--- config.mk ---
export PLATFORM = sky130hd
export DESIGN_NAME = vmask_unit
export DESIGN_NICKNAME = d
export VERILOG_FILES = /design/src/rtl/vmask_pkg.sv /design/src/rtl/vmask_elem_test.sv /design/src/rtl/vmask_merge_sel.sv /design/src/rtl/vmask_cidx_acc.sv /design/src/rtl/vmask_unit.sv
export SDC_FILE = /design/constraint.sdc
export NUM_CORES = 1
export LEC_CHECK = 0
export ABC_CLOCK_PERIOD_IN_PS = 3350
export BUFFER_PORTS_ARGS = -buffer_cell sky130_fd_sc_hd__buf_2
export CAP_MARGIN = 20
export CORE_ASPECT_RATIO = 1.25
export CORE_MARGIN = 3
export CORE_UTILIZATION = 30
export CTS_CLUSTER_DIAMETER = 100
export DETAILED_ROUTE_END_ITERATION = 7
export MAX_ROUTING_LAYER = met4
export PLACE_DENSITY_LB_ADDON = 0.25
export SLEW_MARGIN = 20
export SYNTH_ARGS = -nofsm -noshare
export SYNTH_HDL_FRONTEND = slang
export SYNTH_SLANG_ARGS = --single-unit
--- constraint.sdc ---
create_clock -name clk -period 3.35 [get_ports clk]
set_clock_uncertainty 0.2 [all_clocks]
set_input_delay 0.1675 -clock clk [delete_from_list [all_inputs] [get_ports clk]]
set_output_delay 0.1675 -clock clk [all_outputs]
set_load 0.05 [all_outputs]
--- src/rtl/vmask_pkg.sv ---
package vmask_pkg;
    localparam int unsigned VM_ELEMS    = 64;
    localparam int unsigned VM_WORD     = 64;
    localparam int unsigned VM_STRIDE_W = 32;
    localparam int unsigned VM_IDX_W    = $clog2(VM_ELEMS);
    localparam int unsigned VM_CNT_W    = VM_IDX_W + 1;

    typedef enum logic [2:0] {
        OP_TZERO  = 3'd0,
        OP_TNZ    = 3'd1,
        OP_TPOS   = 3'd2,
        OP_TNEG   = 3'd3,
        OP_LDMASK = 3'd4,
        OP_MRG_SV = 3'd5,
        OP_MRG_VV = 3'd6,
        OP_CIDX   = 3'd7
    } vm_op_e;

    typedef struct packed {
        vm_op_e                   op;
        logic [VM_CNT_W-1:0]      len;
        logic [VM_WORD-1:0]       scal;
        logic [VM_STRIDE_W-1:0]   stride;
        logic [VM_ELEMS-1:0]      snap;
    } vm_ctx_t;

    function automatic logic vm_is_test(vm_op_e o);
        return (o == OP_TZERO) || (o == OP_TNZ) || (o == OP_TPOS) || (o == OP_TNEG);
    endfunction

    function automatic logic [VM_CNT_W-1:0] vm_eff_len(logic [VM_IDX_W-1:0] v);
        return (v == '0) ? VM_CNT_W'(VM_ELEMS) : {1'b0, v};
    endfunction

    function automatic logic [VM_ELEMS-1:0] vm_len_mask(logic [VM_CNT_W-1:0] len);
        logic [VM_ELEMS-1:0] m;
        for (int i = 0; i < VM_ELEMS; i++) begin
            m[i] = (i < int'(len));
        end
        return m;
    endfunction
endpackage

--- src/rtl/vmask_elem_test.sv ---
module vmask_elem_test #(
    parameter int unsigned WORD = 64
) (
    input  logic [1:0]      cond,
    input  logic [WORD-1:0] elem,
    output logic            hit
);
    logic is_zero;
    logic sign;

    assign is_zero = (elem == '0);
    assign sign    = elem[WORD-1];

    always_comb begin
        case (cond)
            2'd0:    hit = is_zero;
            2'd1:    hit = !is_zero;
            2'd2:    hit = !sign;
            default: hit = sign;
        endcase
    end
endmodule

--- src/rtl/vmask_merge_sel.sv ---
module vmask_merge_sel #(
    parameter int unsigned WORD = 64
) (
    input  logic            sel,
    input  logic            bcast,
    input  logic [WORD-1:0] scal,
    input  logic [WORD-1:0] first,
    input  logic [WORD-1:0] second,
    output logic [WORD-1:0] out
);
    logic [WORD-1:0] pick;

    assign pick = bcast ? scal : first;
    assign out  = sel ? pick : second;
endmodule

--- src/rtl/vmask_cidx_acc.sv ---
module vmask_cidx_acc #(
    parameter int unsigned ACC_W    = 64,
    parameter int unsigned STRIDE_W = 32
) (
    input  logic                clk,
    input  logic                rst,
    input  logic                clr,
    input  logic                step,
    input  logic [STRIDE_W-1:0] stride,
    output logic [ACC_W-1:0]    acc
);
    localparam int unsigned PAD_W = ACC_W - STRIDE_W;

    logic [ACC_W-1:0] stride_ext;
    assign stride_ext = {{PAD_W{1'b0}}, stride};

    always_ff @(posedge clk) begin
        if (rst || clr) begin
            acc <= '0;
        end else if (step) begin
            acc <= acc + stride_ext;
        end
    end
endmodule

--- src/rtl/vmask_unit.sv ---
module vmask_unit
    import vmask_pkg::*;
(
    input  logic                   clk,
    input  logic                   rst,
    input  logic                   start,
    input  logic [2:0]             op,
    input  logic [VM_IDX_W-1:0]    vlen,
    input  logic [VM_WORD-1:0]     scal_a,
    input  logic [VM_STRIDE_W-1:0] stride_in,
    input  logic                   elem_valid,
    input  logic [VM_WORD-1:0]     elem_j,
    input  logic [VM_WORD-1:0]     elem_k,
    output logic                   busy,
    output logic                   res_valid,
    output logic [VM_WORD-1:0]     res_data,
    output logic                   done,
    output logic [VM_ELEMS-1:0]    mask_out
);
    vm_op_e                 op_in;
    vm_ctx_t                ctx_q;
    logic                   busy_q;
    logic [VM_IDX_W-1:0]    idx_q;
    logic [VM_ELEMS-1:0]    mask_q;
    logic [VM_ELEMS-1:0]    build_q;
    logic [VM_ELEMS-1:0]    build_nx;
    logic                   res_valid_q;
    logic [VM_WORD-1:0]     res_data_q;
    logic                   done_q;

    logic                   accept_ld;
    logic                   accept_run;
    logic                   is_cidx;
    logic                   is_tst;
    logic                   step;
    logic                   last;
    logic                   sel_bit;
    logic                   hit;
    logic [VM_WORD-1:0]     mrg;
    logic [VM_WORD-1:0]     acc;
    logic [VM_CNT_W-1:0]    new_len;

    assign op_in      = vm_op_e'(op);
    assign accept_ld  = start && (op_in == OP_LDMASK);
    assign accept_run = start && !busy_q && (op_in != OP_LDMASK);
    assign new_len    = vm_eff_len(vlen);
    assign is_cidx    = (ctx_q.op == OP_CIDX);
    assign is_tst     = vm_is_test(ctx_q.op);
    assign step       = busy_q && (is_cidx || elem_valid);
    assign last       = step && ({1'b0, idx_q} == (ctx_q.len - 1'b1));
    assign sel_bit    = ctx_q.snap[idx_q];

    vmask_elem_test #(.WORD(VM_WORD)) u_test (
        .cond (ctx_q.op[1:0]),
        .elem (elem_k),
        .hit  (hit)
    );

    vmask_merge_sel #(.WORD(VM_WORD)) u_merge (
        .sel    (sel_bit),
        .bcast  (ctx_q.op == OP_MRG_SV),
        .scal   (ctx_q.scal),
        .first  (elem_j),
        .second (elem_k),
        .out    (mrg)
    );

    vmask_cidx_acc #(.ACC_W(VM_WORD), .STRIDE_W(VM_STRIDE_W)) u_cidx (
        .clk    (clk),
        .rst    (rst),
        .clr    (accept_run),
        .step   (step && is_cidx),
        .stride (ctx_q.stride),
        .acc    (acc)
    );

    always_comb begin
        build_nx        = build_q;
        build_nx[idx_q] = hit;
    end

    always_ff @(posedge clk) begin
        if (rst) begin
            busy_q      <= 1'b0;
            ctx_q       <= '0;
            idx_q       <= '0;
            mask_q      <= '0;
            build_q     <= '0;
            res_valid_q <= 1'b0;
            res_data_q  <= '0;
            done_q      <= 1'b0;
        end else begin
            res_valid_q <= 1'b0;
            done_q      <= 1'b0;
            if (step) begin
                idx_q <= idx_q + 1'b1;
                if (is_tst) begin
                    build_q <= build_nx;
                end else if (is_cidx) begin
                    if (sel_bit) begin
                        res_valid_q <= 1'b1;
                        res_data_q  <= acc;
                    end
                end else begin
                    res_valid_q <= 1'b1;
                    res_data_q  <= mrg;
                end
                if (last) begin
                    busy_q <= 1'b0;
                    done_q <= 1'b1;
                    if (is_tst) begin
                        mask_q <= build_nx;
                    end
                end
            end
            if (accept_run) begin
                busy_q       <= 1'b1;
                ctx_q.op     <= op_in;
                ctx_q.len    <= new_len;
                ctx_q.scal   <= scal_a;
                ctx_q.stride <= stride_in;
                ctx_q.snap   <= (op_in == OP_CIDX) ? (scal_a & vm_len_mask(new_len)) : mask_q;
                idx_q        <= '0;
                build_q      <= '0;
            end
            if (accept_ld) begin
                mask_q <= scal_a;
                done_q <= 1'b1;
            end
        end
    end

    assign busy      = busy_q;
    assign res_valid = res_valid_q;
    assign res_data  = res_data_q;
    assign done      = done_q;
    assign mask_out  = mask_q;

    // the mask moves only together with a completion pulse
    a_r4_mask_change_has_done: assert property (@(posedge clk) disable iff (rst)
        !$stable(mask_q) |-> done_q);

    // test bits are never written at or past the current element index
    a_r2_build_below_idx: assert property (@(posedge clk) disable iff (rst)
        (busy_q && is_tst) |-> ((build_q >> idx_q) == '0));

    // element index stays inside the vector length
    a_r3_idx_within_len: assert property (@(posedge clk) disable iff (rst)
        busy_q |-> ({1'b0, idx_q} < ctx_q.len));

    // a result can only follow a cycle in which an operation ran
    a_r9_result_needs_busy: assert property (@(posedge clk) disable iff (rst)
        res_valid_q |-> $past(busy_q));

    // a running operation's context is never overwritten
    a_r10_ctx_stable_while_busy: assert property (@(posedge clk) disable iff (rst)
        (busy_q && $past(busy_q)) |-> $stable(ctx_q));
endmodule

## Word-level counts from Yosys, hierarchy flattened

Cells that the tools add are included.

- Register bits: 435
- Bits of input ports: 237
- Output and inout port bits: 131
- Logic and storage cells: 151

- Add/subtract/negate cells: 3
- Order comparisons: 66
- Eq/ne operators: 12
- Muxes and demuxes: 24
- Bitwise operators: 3
- Reduce and logical (&&, ||, !) cells: 30

Operators by type and width:

| cell | count |
|---|---|
| two-way mux 64 bit | 9 |
| less-than comparator 6 x 7 -> 1 bit, first input constant | 32 |
| less-than comparator 5 x 7 -> 1 bit, first input constant | 16 |
| adder 64 x 32 -> 64 bit | 1 |
| bitwise AND 64 bit | 1 |
| bitwise mux 64 bit | 1 |
| logical NOT 64 bit | 1 |
| less-than comparator 4 x 7 -> 1 bit, first input constant | 8 |
| less-than comparator 3 x 7 -> 1 bit, first input constant | 4 |
| less-than comparator 1 x 7 -> 1 bit, first input constant | 2 |
| less-than comparator 2 x 7 -> 1 bit, first input constant | 2 |
| equality test 3 bit, second input constant | 4 |
| two-way mux 1 bit | 10 |
| nonzero test 2 bit | 5 |
| equality test 6 x 7 -> 1 bit | 1 |
| logical AND 1 bit | 7 |
| less-than comparator 6 x 7 -> 1 bit, second input constant | 1 |
| two-way mux 7 bit | 1 |
| subtractor 7 x 1 -> 7 bit, second input constant | 1 |
| adder 6 x 1 -> 6 bit, second input constant | 1 |
| binary-select mux 1 bit (select 6 bit) | 1 |
| demux 1 bit (select 6 bit) | 1 |
| equality test 3 x 2 -> 1 bit, second input constant | 2 |
| greater-or-equal comparator 6 x 1 -> 1 bit, second input constant | 1 |
| 16 further kinds | 25 |

## Depth between registers and ports, before layout

Gate-level depths: netlist of run 1.

- Depth in word-level cells: 9
- Mapped depth: 14

## Modules after synthesis

From an unflattened synthesis of run 1, not the netlist that was laid out.

- Cells, all modules: 2939
- Area, all modules: 23520.1 µm²

Modules (own cells, without submodules):

| module | instances | cells an instance | area each (µm²) |
|---|---|---|---|
| vmask_unit | 1 | 2147 | 17501.8 |
| vmask_cidx_acc | 1 | 554 | 4463.0 |
| vmask_merge_sel | 1 | 213 | 1365.1 |
| vmask_elem_test | 1 | 25 | 190.2 |

## Worst setup path before layout of run 1

Ideal clock, no wire load.

- Path kind: reg-to-reg
- Start point: register, netlist name ctx_q[64]
- End point: register u_cidx.acc[48]
- Setup time: 128 ps
- Arrival: 2548 ps
- Required time: 3022 ps
- Setup slack: 474 ps
- Cell stages (with the launch flop): 11
- Path buffers: 0
- Cells stage by stage: dfxtp_1 ha_1 fa_1 a211oi_1 o21bai_1 o2111ai_1 a211oi_1 o31ai_2 a2111oi_0 xnor2_1 nor2_1

- Word-level cells in the longest chain between the ends: 1

Ends and longest elaborated chain:

| element | RTL line | RTL |
|---|---|---|
| adder 64 x 32 -> 64 bit | vmask_cidx_acc.sv:21 | `acc <= acc + stride_ext;` |
| end signal: assignment | vmask_cidx_acc.sv:21 |  |
| end: declaration | vmask_cidx_acc.sv:10 | `output logic [ACC_W-1:0] acc` |

Every way passes these cells.
A chain may end at the register's enable or synchronous reset.

## Worst setup path after layout of run 1

- Start point: register, netlist name ctx_q[65]
- End point: register u_cidx.acc[63]

- Word-level cells in the longest chain between the ends: 1

Ends and longest elaborated chain:

| element | RTL line |
|---|---|
| adder 64 x 32 -> 64 bit | vmask_cidx_acc.sv:21 |

Every way passes these cells.

==> impl_metrics.tcl, run 1 <==
set metrics [dict create \
    status "complete, no violations" \
    postSynthAreaPerCell_um2 7.92 \
    worst_slew_pin_slew_ns 0.973 \
    grt_start_max_net_pins 121 \
    fin_util 0.403 \
    layout_common_cells "nand2_1 (522), dfxtp_1 (434), buf_2 (366)" \
    leakage_nw 12.9 \
    ys_seq_area_frac 0.376 \
    hold_ws_ns 0.0384 \
    crit_required_ns 3.68 \
    finalWirelength_um 106000 \
    gr-total-overflow 0 \
    synth_fp_nets 3196 \
    critical_path.startpoint_type "flop" \
    synth_seq_cells 435 \
    io_pins 368 \
    maxSlewViolCount 0 \
    final_common_cell "nand2_1" \
    antenna_found_initial 10 \
    fillers 7874 \
    worst_skew_pair.late_latency_ns 0.62 \
    drc 0 \
    period_share 0.964 \
    dieWidth_um 255 \
    drtIter0Drc 2374 \
    register_area_mm2 0.00871 \
    synthToLayoutAreaGrowth_pct 32.5 \
    ff2ff_setup_slack_ns 0.12 \
    crit_arrival_ns 3.56 \
    cts_max_level 2 \
    cts_buffer_depth 3 \
    ir_worst_vdd_mv 0.328 \
    synth-async-reset-ratio 0 \
    grt_pass1_wl_um 154000 \
    die_y_um 317 \
    final.setup.tns_ns 0 \
    die_area_mm2 0.0806 \
    yosysWarnings 0 \
    period_minus_slack_ns 3.23 \
    grt_pass1_vias 23600 \
    cts_sinks 435 \
    rsz0062_at_grt "true" \
    hpwlAfterDp_um 79000 \
    ys_types 72 \
    tritoncts "done" \
    nets 3752 \
    setup_viol 0 \
    achievable-frequency_mhz 310 \
    grt_usage 0.261 \
    core_mm2 0.0762 \
    maxCapViolations 0 \
    antenna_left 0 \
    crit_path_end_kind "flop" \
    synth_edf_count 0 \
    firstDrtPassIters 5 \
    routed_via_density 5.45 \
    hold_viol_final 0 \
    hold_path_class "in -> reg" \
    drive_gt1_frac 0.216 \
    vias 24500 \
    fp-row-count 113 \
    cts_made_buffers 50 \
    gp_congestion 0.968 \
    multi_input_area_mm2 0.0134 \
    port_buffers 367 \
    crit_fanout 6 \
    wl_per_cell_um 23.6 \
    initial_core_util 0.304 \
    syn_inst 2924 \
    power_density_mw_per_mm2 426 \
    netlist_area_mm2 0.0232 \
    cts_root_buf "clkbuf_16" \
    slew_headroom 0.347 \
    crit_type "reg -> reg" \
    clk_pin_slew_worst_paths_ns 0.06 \
    synth_flop_cell "dfxtp_1" \
]
power breakdown:
group | total, mW | internal, mW | switching [mW] | leakage [nW]
logic | 1.78 | 0.720 | 1.06 | 8.53
clock network | 5.83 | 3.40 | 2.44 | 0.849
registers | 5.47 | 5.34 | 0.127 | 3.53
total | 13.1 | 9.46 | 3.62 | 12.9
cell families after synthesis:
group,synth area share
compound gates,0.230
xor+xnor,0.0212
fa+ha+maj,0.0192
buf+inv,0.0482
flops,0.376
mux,0.0785
simple gates,0.227
through the flow:
step | cell area (µm²) | power (mW) | setup slack, ns | instances
floorplan | 23200 | 6.42 | 0.474 | 2924
global placement | 26900 | 7.14 | 0.0502 | 4200
detailed placement | 26900 | 7.14 | 0.0608 | 4200
CTS | 30600 | 13.2 | 0.0475 | 4493
global route | 30700 | 13.5 | -0.0305 | 4504
finish | 30700 | 13.1 | 0.120 | 4504
state kept, by name, indices dropped and copies added (netlist names):
register and count:
ctx_q 170, build_q 64, mask_out 64, res_data 64, u_cidx.acc 64, idx_q 6
busy 1, done 1, res_valid 1
routing by layer:
metal | global-route usage | wire length [µm] | up-vias | share of wire
li1 | - | - | 11700 | -
met1 | 0.323 | 44100 | 11600 | 0.41
met2 | 0.430 | 50900 | 987 | 0.48
met3 | 0.0335 | 6300 | 239 | 0.059
met4 | 0.107 | 5090 | 0 | 0.048
met5 | - | 0 | - | 0
layout make-up:
type / count / area share
antenna: 8 / 0.000652
tap: 977 / 0.0398
timing repair buffer: 750 / 0.181
inverter: 17 / 0.00208
multi-input combinational: 2226 / 0.438
clock inverter: 22 / 0.00860
clock buffer: 69 / 0.0470
sequential: 435 / 0.284
what timing repair did:
action,in CTS,in global routing
endpoints found under the hold margin,301,0
resized for setup,0,11
hold buffers,202,0
buffers inserted,0,3
setup endpoints to repair,0,45
synth_stat cells (32+ instances only):
cell type | n | area, µm²
nand2_1 | 522 | 1960
dfxtp_1 | 435 | 8710
a21oi_1 | 285 | 1430
nor2_1 | 254 | 953
clkbuf_1 | 186 | 698
o21ai_0 | 152 | 761
nand3_1 | 128 | 641
mux2i_1 | 86 | 861
nor3_1 | 69 | 345
mux2_2 | 63 | 709
o211a_1 | 63 | 631
a211oi_1 | 50 | 375
a22o_1 | 48 | 420
and3_1 | 37 | 231
xnor2_1 | 36 | 315
a32oi_1 | 35 | 307
ha_1 | 34 | 425
o211ai_1 | 32 | 240
final timing paths:
kind	startpoint	depth (start not counted)	endpoint
min	elem_j[9]	5	res_data[9]$_SDFFE_PP0P_
max	ctx_q[65]$_SDFFE_PP0P_	14	u_cidx.acc[63]$_SDFFE_PP0P_
max reg2reg	ctx_q[65]$_SDFFE_PP0P_	14	u_cidx.acc[63]$_SDFFE_PP0P_
min reg2reg	ctx_q[118]$_SDFFE_PP0P_	2	ctx_q[118]$_SDFFE_PP0P_
critical path, cell delays in order (launching register included):
cell	delay, ns
dfxtp_1	0.34
ha_1	0.28
a21oi_1	0.06
buf_4	0.14
nand4b_1	0.29
a211oi_2	0.28
buf_4	0.17
o31ai_2	0.07
a31oi_1	0.27
buf_4	0.18
a32oi_1	0.06
buf_4	0.19
nor4bb_1	0.32
buf_4	0.17
mux2i_1	0.15
No activity file was read; power rests on OpenSTA's default activity.
==> inputs of run 2 (changes only) <==
==> constraint.sdc (replaced) <==
create_clock -name clk -period 3.35 [get_ports clk]
set_clock_uncertainty 0.2 [all_clocks]
set_input_delay 0.5025 -clock clk [delete_from_list [all_inputs] [get_ports clk]]
set_output_delay 0.5025 -clock clk [all_outputs]
set_load 0.05 [all_outputs]
==> run 2 against run 1 <==
  * Combinational power shrank 6%
  * Global-route usage shrank 0.34 points
  * Routed wire length shrank 0.76%
  * Via count shrank 1.5%
  * Clock power shrank 3.8%
  * Sequential share of layout area grew 1.3 points
  * Final area shrank 4.3%
  * Non-clock buffer count shrank 124
  * Die area is the same
  * Total power shrank 2.6%
  * Largest power group unchanged
==> impl_metrics.tcl, run 2 (synthesis results as in run 1) <==
set metrics [dict create \
    status "complete, no violations" \
    crit_path_end_kind "flop" \
    finalWirelength_um 106000 \
    firstDrtPassIters 6 \
    tritoncts "done" \
    die_area_mm2 0.0806 \
    routed_via_density 5.53 \
    nets 3627 \
    core_mm2 0.0762 \
    gr-total-overflow 0 \
    synthToLayoutAreaGrowth_pct 26.8 \
    clk_pin_slew_worst_paths_ns 0.06 \
    port_buffers 367 \
    antenna_left 0 \
    worst_slew_pin_slew_ns 0.957 \
    final.setup.tns_ns 0 \
    power_density_mw_per_mm2 434 \
    hold_viol_final 0 \
    place_area_mm2 0.0270 \
    cts_root_buf "clkbuf_16" \
    largest_reg_flops 170 \
    power_mw 12.7 \
    drtIter0Drc 2295 \
    vias 24200 \
    antenna_found_initial 8 \
    grt_usage 0.258 \
    register_area_mm2 0.00871 \
    fillers 7936 \
    cp_cell_sequence "buf_12 -> mux4_2 -> nand3_1 -> o31ai_1 -> a2111oi_1 -> and3_4 -> buf_12 -> buf_4 -> mux2i_1 -> buf_4 -> o211a_1 -> nor3_1" \
    dp_cells 4208 \
    slowest_delay_ns 0.49 \
    fp-row-count 113 \
    hold_path_class "in -> reg" \
    final_cells 4377 \
    cts_sinks 435 \
    slew_headroom 0.362 \
    cp_slowest_cell "mux4_2" \
    regMostFlops "ctx_q" \
    grt_start_max_net_pins 165 \
    dieWidth_um 255 \
    final_common_cell "nand2_1" \
    crit_type "reg -> reg" \
    grt_pass1_wl_um 152000 \
    achievable-frequency_mhz 310 \
    ir_worst_vdd_mv 0.387 \
    leakage_nw 12.3 \
    layout_common_cells "nand2_1 (522), dfxtp_1 (434), buf_2 (366)" \
    cts_made_buffers 49 \
    setup_viol 0 \
    critical_path.startpoint_type "flop" \
    initial_core_util 0.304 \
    hold_ws_ns 0.0338 \
    hpwlAfterDp_um 78900 \
    path_delay_family "multiplexers" \
    wl_per_cell_um 24.1 \
    maxSlewViolCount 0 \
    fin_util 0.386 \
    period_minus_slack_ns 3.23 \
    cts_max_level 2 \
    pre_cts_ws_ns -0.0574 \
    io_pins 368 \
    crit_required_ns 3.59 \
    period_share 0.964 \
    cts_buffer_depth 3 \
    grt_pass1_vias 23000 \
    worst_skew_pair.late_latency_ns 0.60 \
    crit_fanout 8 \
    maxCapViolations 0 \
    stdcell_area_mm2 0.0294 \
    critPathBufInv 4 \
    gp_congestion 0.952 \
    drc 0 \
    setup_ws_ns 0.122 \
    crit_arrival_ns 3.47 \
    die_y_um 317 \
    drive_gt1_frac 0.226 \
    multi_input_area_mm2 0.0135 \
]
[run 2: cell types whose count changed in the layout (fill, tap and decap cells not counted), sizes merged]
cell,before,now
clkinv,18,6
diode,8,10
buf,548,558
clkbuf,69,74
dlygate4sd3,202,67
clkinvlp,1,2
bufinv,5,4
inv,15,18
[run 2: cell type report]
type                            instances  area share
Clock inverter                         13     0.00656
Timing Repair Buffer                  626       0.146
Tap cell                              977      0.0416
Multi-Input combinational cell       2226       0.458
Clock buffer                           73      0.0485
Antenna cell                           10    0.000851
Sequential cell                       435       0.296
Inverter                               17     0.00217
[run 2: tightest hold or removal path, delay by kind of cell]
| kind | cells | cell delay [ns] |
|---|---|---|
| AOI/OAI and AO/OA | 1 | 0.05 |
| buffers and inverters | 1 | 0.16 |
| and+or+nand+nor | 1 | 0.07 |
[run 2: routing by layer]
layer,wire length (µm),track usage,vias to the layer above
met5,0,-,-
met4,5110,0.111,0
met3,5740,0.0294,238
met2,50400,0.422,922
met1,44300,0.321,11600
li1,-,-,11400
[run 2: power by group]
group	total [mW]	internal, mW	switching (mW)
clock	5.61	3.25	2.36
combinational	1.67	0.626	1.04
sequential	5.47	5.34	0.127
total	12.7	9.22	3.53
[run 2: worst paths after layout]
kind                           startpoint                         to  slack [ns]  cells past startpoint
setup / recovery    idx_q[1]$_SDFFE_PP0P_  res_data[31]$_SDFFE_PP0P_        0.12                     12
hold / removal                 scal_a[39]    ctx_q[135]$_SDFFE_PP0P_        0.03                      3
setup reg to reg    idx_q[1]$_SDFFE_PP0P_  res_data[31]$_SDFFE_PP0P_        0.12                     12
hold reg to reg   ctx_q[139]$_SDFFE_PP0P_    ctx_q[139]$_SDFFE_PP0P_        0.25                      2
[run 2: what timing repair did]
action                                  CTS  global route
gates cloned                              0             1
endpoints found under the setup margin    1            34
hold buffers                             67             0
buffers inserted                          0             6
resized for setup                         0            17
endpoints found under the hold margin    67             0
pin swaps                                 1             5
